$ cat config.mk
export PLATFORM = sky130hd
export DESIGN_NAME = atten_mode_front
export DESIGN_NICKNAME = d
export VERILOG_FILES = /design/src/rtl/atten_pkg.sv /design/src/rtl/mode_sync.sv /design/src/rtl/chan_code.sv /design/src/rtl/atten_mode_front.sv
export SDC_FILE = /design/constraint.sdc
export NUM_CORES = 1
export LEC_CHECK = 0
export ABC_AREA = 1
export CAP_MARGIN = 20
export CORE_UTILIZATION = 39
export CTS_BUF_LIST = sky130_fd_sc_hd__clkbuf_8
export CTS_CLUSTER_DIAMETER = 60
export DETAILED_ROUTE_END_ITERATION = 8
export GPL_ROUTABILITY_DRIVEN = 0
export PLACE_DENSITY_LB_ADDON = 0.05
export SLEW_MARGIN = 0
export SYNTH_ARGS = -nofsm -noshare
export SYNTH_HDL_FRONTEND = slang
export SYNTH_SLANG_ARGS = --single-unit
$ cat constraint.sdc
create_clock -name clk -period 1.8 [get_ports clk]
set_clock_uncertainty 0.1 [all_clocks]
set_input_delay 0.36 -clock clk [delete_from_list [all_inputs] [get_ports clk]]
set_output_delay 0.36 -clock clk [all_outputs]
set_load 0.1 [all_outputs]
$ cat src/rtl/atten_pkg.sv
// Shared types for the attenuation code front end.
// Assumes a two-bit mode word whose all-ones value is the power-up default.
package atten_pkg;
    typedef enum logic [1:0] {
        MODE_RSV = 2'b00,
        MODE_PLS = 2'b01,
        MODE_SER = 2'b10,
        MODE_PAR = 2'b11
    } atten_mode_e;

    localparam int SRC_W   = 3;
    localparam int SRC_PAR = 0;
    localparam int SRC_SER = 1;
    localparam int SRC_PLS = 2;
endpackage

$ cat src/rtl/mode_sync.sv
// Brings the asynchronous mode pins into the clock domain through two
// flops and decodes the result into a one-hot source select.
// Assumes the pins are quasi-static; a glitch shorter than a cycle may be
// seen for one cycle only.
module mode_sync
    import atten_pkg::*;
(
    input  logic             clk,
    input  logic             rst_n,
    input  logic [1:0]       mode_pins,
    output atten_mode_e      mode_q,
    output logic [SRC_W-1:0] src_sel
);
    logic [1:0]  stage1;
    atten_mode_e stage2;

    // Two-flop synchronizer, reset to the parallel default.
    always_ff @(posedge clk) begin
        if (!rst_n) begin
            stage1 <= 2'b11;
            stage2 <= MODE_PAR;
        end else begin
            stage1 <= mode_pins;
            stage2 <= atten_mode_e'(stage1);
        end
    end

    // Decode the synchronized mode into one-hot source select.
    always_comb begin
        src_sel = '0;
        case (stage2)
            MODE_PAR: src_sel[SRC_PAR] = 1'b1;
            MODE_SER: src_sel[SRC_SER] = 1'b1;
            MODE_PLS: src_sel[SRC_PLS] = 1'b1;
            default:  src_sel = '0;
        endcase
    end

    assign mode_q = stage2;


    src_onehot_chk: assert property (@(posedge clk) disable iff (!rst_n)
        $onehot0(src_sel));


    sync_delay_chk: assert property (@(posedge clk) disable iff (!rst_n)
        $past(rst_n) |-> (mode_q == atten_mode_e'($past(stage1))));
endmodule

$ cat src/rtl/chan_code.sv
// One channel's attenuation code register. In parallel mode it behaves as a
// hold-controlled latch sampled on the clock. In serial and pulse mode it
// loads from the update bus when strobed. In reserved mode it keeps its code.
// Assumes all data inputs are synchronous to clk.
module chan_code
    import atten_pkg::*;
#(
    parameter int CODE_W = 6
) (
    input  logic              clk,
    input  logic              rst_n,
    input  atten_mode_e       mode,
    input  logic [CODE_W-1:0] par_code,
    input  logic              par_hold,
    input  logic              upd_valid,
    input  logic [CODE_W-1:0] upd_code,
    output logic [CODE_W-1:0] code_q
);
    logic [CODE_W-1:0] code_nx;

    // Pick the next code from the source the mode selects.
    always_comb begin
        code_nx = code_q;
        case (mode)
            MODE_PAR: if (!par_hold) code_nx = par_code;
            MODE_SER,
            MODE_PLS: if (upd_valid) code_nx = upd_code;
            default:  code_nx = code_q;
        endcase
    end

    // Code register, cleared to maximum gain on reset.
    always_ff @(posedge clk) begin
        if (!rst_n) code_q <= '0;
        else        code_q <= code_nx;
    end


    par_hold_chk: assert property (@(posedge clk) disable iff (!rst_n)
        (mode == MODE_PAR && par_hold) |=> $stable(code_q));


    par_follow_chk: assert property (@(posedge clk) disable iff (!rst_n)
        (mode == MODE_PAR && !par_hold) |=> (code_q == $past(par_code)));


    rsv_hold_chk: assert property (@(posedge clk) disable iff (!rst_n)
        (mode == MODE_RSV) |=> $stable(code_q));


    upd_load_chk: assert property (@(posedge clk) disable iff (!rst_n)
        ((mode == MODE_SER || mode == MODE_PLS) && upd_valid)
        |=> (code_q == $past(upd_code)));


    upd_idle_chk: assert property (@(posedge clk) disable iff (!rst_n)
        ((mode == MODE_SER || mode == MODE_PLS) && !upd_valid)
        |=> $stable(code_q));
endmodule

$ cat src/rtl/atten_mode_front.sv
// Top of the dual-channel attenuation code front end. It synchronizes the
// mode pins, instantiates one code register per channel, and registers the
// per-channel enables. Assumes the serial and pulse engines drive the update
// bus only while their bit of src_sel is set.
module atten_mode_front
    import atten_pkg::*;
#(
    parameter int N_CH   = 2,
    parameter int CODE_W = 6
) (
    input  logic                   clk,
    input  logic                   rst_n,
    input  logic [1:0]             mode_pins,
    input  logic [N_CH*CODE_W-1:0] par_code,
    input  logic [N_CH-1:0]        par_hold,
    input  logic [N_CH-1:0]        upd_valid,
    input  logic [N_CH*CODE_W-1:0] upd_code,
    input  logic [N_CH-1:0]        en_in,
    output logic [N_CH-1:0]        en_out,
    output logic [N_CH*CODE_W-1:0] gain_code,
    output logic [1:0]             active_mode,
    output logic [SRC_W-1:0]       src_sel
);
    atten_mode_e mode_q;

    mode_sync u_mode_sync (
        .clk       (clk),
        .rst_n     (rst_n),
        .mode_pins (mode_pins),
        .mode_q    (mode_q),
        .src_sel   (src_sel)
    );

    assign active_mode = mode_q;

    for (genvar ch = 0; ch < N_CH; ch++) begin : g_chan
        chan_code #(.CODE_W(CODE_W)) u_chan (
            .clk       (clk),
            .rst_n     (rst_n),
            .mode      (mode_q),
            .par_code  (par_code[ch*CODE_W +: CODE_W]),
            .par_hold  (par_hold[ch]),
            .upd_valid (upd_valid[ch]),
            .upd_code  (upd_code[ch*CODE_W +: CODE_W]),
            .code_q    (gain_code[ch*CODE_W +: CODE_W])
        );
    end

    // Enable pass-through register, disabled on reset.
    always_ff @(posedge clk) begin
        if (!rst_n) en_out <= '0;
        else        en_out <= en_in;
    end


    en_pass_chk: assert property (@(posedge clk) disable iff (!rst_n)
        $past(rst_n) |-> (en_out == $past(en_in)));
endmodule

# After elaboration in Yosys (flattened, before gate mapping)
# Cells that the tools add are included.
# classes
n_div	0
eq_ne	7
order_cmp	0
n_mul	0
n_shift	0
n_bitwise	0
reduce_logical	4
addsub	0
mux	9
# op_table
op	n
$mux 6	4
$pmux 6 s2	2
$ne 2x2->1 const B	4
$reduce_and 3->1	2
$eq 2x2->1 const B	2
$mux 1	3
$eq 2x1->1 const B	1
$reduce_bool 2->1	1
$reduce_or 2->1	1
# word_totals
output_inout_bits	19
in_bits	34
ram_bits	0
memories	0
rom_bits	0
latchBits	0
ff_bits	18

# Longest topological paths before layout
# depth
depth_word	4
mapped_depth	9
ltp_nobuf	8

# Hierarchy
# Synthesis repeated with hierarchy kept, for this count alone.
# hier_totals
cells_unflattened	152
hier_area_um2	968.4
# modules_own_cells
mod	seq_area_each_um2	area_per_inst_um2	instances	cells_per_inst
chan_code	120.1	390.4	2	64
mode_sync	80.1	132.6	1	18
atten_mode_front	40.0	55.1	1	6

# Least setup slack after synthesis
# Ideal clock, no wire load.
# synth_timing
path_type	flip-flop to flip-flop
start	register u_mode_sync.stage2[1], in the netlist u_mode_sync.mode_q[1]
end	register g_chan[0].u_chan.code_q[0]
path_stages_with_launch	8
t_arrival_ps	2473
path_buffers	1
setup_slack_ps	-886
path_cell_list	dfxtp_1 ha_1 inv_1 nand2_1 nand3_2 buf_6 nor2_1 nor2_1
# synth_between
elab_chain_cells	4
# synth_rtl
item	line	text
from (decl)	mode_sync.sv:15	atten_mode_e stage2;
from (signal assigned)	mode_sync.sv:24	stage2 <= atten_mode_e'(stage1);
$eq 2x2->1 / $eq 2x1->1 (equally long branches)	chan_code.sv:24	case (mode)
$reduce_or 2->1	chan_code.sv:24	
$ne 2x2->1 (no source line) / $reduce_bool 2->1 (equally long branches)	-	
$reduce_and 3->1 (no source line)	-	
to (signal assigned)	chan_code.sv:35	else code_q <= code_nx;
to (decl)	chan_code.sv:17	output logic [CODE_W-1:0] code_q
# Parallel ways exist; a longest one is shown, timed or not.
# A chain may end at the register's enable or synchronous reset.

# Worst setup path after layout
# layout_timing
start	register u_mode_sync.stage2[1], in the netlist u_mode_sync.mode_q[1]
end	output src_sel[2]
# layout_between
elab_chain_cells	2
# layout_rtl
item	line	text
$eq 2x1->1	mode_sync.sv:31	case (stage2)
$mux 1	mode_sync.sv:31	
to (decl)	atten_mode_front.sv:22	output logic [SRC_W-1:0] src_sel
# Every way passes these cells.

==> summary.md <==
| Metric | Value |
|---|---|
| Clk slew on worst S/H paths | `0.07 ns` |
| Post-Syn Area per Cell | `6.12 um2` |
| Net Sw Power | `0.573 mW` |
| Minimum clock period | `1.62 ns` |
| Setup crit end | `src_sel[2]` |
| Combinational Power Share | `46.3%` |
| Gate Count Post-Synth | `151` |
| Int Pwr | `0.844 mW` |
| Fin crit share | `89.7%` |
| Layout area overhead | `89.4%` |
| Fillcell total | `169` |
| Routed wire per std cell | `10.5 um` |
| CTS buffer count | `3` |
| Initial drt markers | `5` |
| CP Cell Sequence | `inv_1 > ha_2 > buf_12` |
| Crit path max fanout | `5` |
| Area taken by multi-input logic gates | `477 um2` |
| Hold crit path type | `reg -> reg` |
| Setup WS pre-CTS | `-0.00794 ns` |
| RR Endpoint | `g_chan[1].u_chan.code_q[1]$_SDFFE_PN0P_` |
| Die width | `50.7 um` |
| Reg2reg setup slack | `0.21 ns` |
| CP Depth | `3` |
| Clock share of power | `20.5%` |
| Synthesized cell area | `925 um2` |
| Total Routed Length | `2430 um` |
| Worst relative slew slack | `84.1%` |
| Skew-Pair Late Insertion Delay | `0.25 ns` |
| Sequential area share after synthesis | `39.0%` |
| Final Hold Fails | `0` |
| Worst Path Arrival | `1.16 ns` |
| Most frequent cells in the layout | `nand2_1, clkdlybuf4s50_1, inv_1, nor2_1, buf_12` |
| Worst Setup Slack, final | `0.185 ns` |
| Clock Sinks | `18` |
| Nets@finish | `244` |
| Vias per cell | `4.38` |
| Worst Path Buf+Inv | `2` |
| Row cnt | `17` |
| Clk buf depth | `2` |
| Gr usage total | `22.7%` |
| Fin. max-slew vios | `0` |
| H-tree depth | `1` |
| CTS tree | `done` |
| Top cells by area, synth | `dfxtp_1, nand2_1, inv_1` |
| Status | `finished, final reports clean` |
| ANT cells | `0` |
| Top delay family on crit path | `flip-flops` |
| Final setup viols | `0` |
| Crit path capture type | `output port` |
| Setup crit start | `u_mode_sync.mode_q[1]$_SDFF_PN1_` |
| Core Region | `0.00223 mm2` |
| Via count of the routed design | `1016` |
| Max VDD drop | `651 uV` |
| Synth top area share | `39.0%` |
| Ys Warns | `0` |
| DR DRC count | `0` |
| RSZ-0062 raised after global routing | `no` |
| Max-cap violations | `0` |
| PortBufs | `52` |
| Highest clock rate | `619 MHz` |
| Leading cell type in the layout, fill and taps excluded | `nand2_1` |
| Top Ports | `53` |
| CP peak stage delay | `0.38 ns` |
| Reg2reg path depth | `8` |
| Largest net degree at the start of global routing | `19` |
| Clock Tree Root | `clkbuf_8` |
| Total congestion overflow | `0` |
| Sequential Area | `368 um2` |
| Final Hold Slack | `0.303 ns` |
| Measured slew at the worst slew-check pin | `0.238 ns` |
| Synth cell types | `10` |
| Initial antenna violation count | `0` |
| Die area | `0.00257 mm2` |
| Sw frac | `40.4%` |
| Syn Nets | `190` |
| First-pass iteration count of the detailed router | `4` |
| Area leader, netlist | `dfxtp_1` |
| First-pass GRT wire length | `4240 um` |
| Worst endpoint required time | `1.34 ns` |
| Initial Util | `41.4%` |
| Reg-to-Reg Start | `u_mode_sync.mode_q[1]$_SDFF_PN1_` |
| Flop pwr share | `33.2%` |
| Pwr per Cell Area | `809 mW/mm2` |
| #FFs+latches synth | `18` |
| Die H | `50.7 um` |
| Share of cells above drive strength 1 | `16.7%` |
| Vias in the first global route | `980` |
| Detailed placement HPWL | `1830 um` |
| CP Class | `reg -> out` |
| Antenna-violating nets left | `0` |
| Setup crit start kind | `flip-flop` |
| Total setup buffers inserted after CTS | `0` |
| Pleak | `0.896 nW` |
| Crit path max-delay cell type | `dfxtp_4` |
-- worst min-delay path, stage by stage (launching register included) --
cell,delay [ns]
dfxtp_1,0.31
inv_1,0.03
nand2_1,0.04
-- synthesized netlist by cell type (all sizes together) --
master and n:
buf 6, dfxtp 18, ha 5, inv 25, nand2 71, nand3 2, nor2 24
-- layout make-up --
cell class                 instances  area share [%]
timing repair buffer              55            41.9
multi-input combinational        102            27.2
sequential                        18            21.0
inverter                          25            5.36
clock buffer                       3            2.36
tap                               28            2.00
clock inverter                     1           0.214
-- worst min-delay path by stage --
| stage | from | endpoint | cells after the start |
|---|---|---|---|
| 3_5_place_dp | u_mode_sync.stage1[1]$_SDFF_PN1_ | u_mode_sync.mode_q[1]$_SDFF_PN1_ | 2 |
| 6_report | u_mode_sync.stage1[1]$_SDFF_PN1_ | u_mode_sync.mode_q[1]$_SDFF_PN1_ | 2 |
| 3_3_place_gp | u_mode_sync.stage1[1]$_SDFF_PN1_ | u_mode_sync.mode_q[1]$_SDFF_PN1_ | 2 |
| 4_1_cts | u_mode_sync.stage1[1]$_SDFF_PN1_ | u_mode_sync.mode_q[1]$_SDFF_PN1_ | 2 |
| 2_1_floorplan | u_mode_sync.stage1[0]$_SDFF_PN1_ | u_mode_sync.mode_q[0]$_SDFF_PN1_ | 2 |
| 5_1_grt | u_mode_sync.stage1[0]$_SDFF_PN1_ | u_mode_sync.mode_q[0]$_SDFF_PN1_ | 2 |
-- power groups by stage --
stage	sequential, mW	clock (mW)	combinational, mW
final	0.471	0.290	0.655
after global routing	0.476	0.318	0.697
after CTS	0.472	0.308	0.653
after detailed placement	0.480	0	0.649
after global placement	0.478	0	0.640
after floorplan	0.704	0	0.163
-- state kept, by name (all words and copies together) (netlist names) --
name / cells
u_mode_sync.mode_q: 2
u_mode_sync.stage1: 2
g_chan.u_chan.code_q: 12
en_out: 2
-- timing repair --
| action | CTS | global route |
|---|---|---|
| endpoints found under the setup margin | 6 | 12 |
| gates resized for setup | 1 | 3 |
| hold buffers | 0 | 0 |
-- metrics by stage --
step / instance area (um2) / TNS, ns / cells / total power, mW / utilization, %
finish: 1750 / 0 / 232 / 1.42 / 78.4
global route: 1750 / 0 / 232 / 1.49 / 78.4
CTS: 1730 / 0 / 232 / 1.43 / 77.5
detailed placement: 1680 / -0.0103 / 228 / 1.13 / 75.3
global placement: 1680 / 0 / 228 / 1.12 / 75.3
floorplan: 950 / 0 / 151 / 0.866 / -
-- metal layers --
metal | GRT usage [%] | up-vias | part of all wire (%)
li1 | - | 530 | -
met1 | 23.9 | 446 | 40
met2 | 41.1 | 34 | 54
met3 | 4.55 | 6 | 4.9
met4 | 13.4 | 0 | 1.9
met5 | 0 | - | 0
-- cell families after synthesis --
family	count (synthesis)	synth area share, %
AND/OR/NAND/NOR	97	40.2
buffers and inverters	31	14.1
adder cells (fa/ha/maj)	5	6.77
flip-flops	18	39.0
Note: power is estimated with default switching activity, not from simulation.
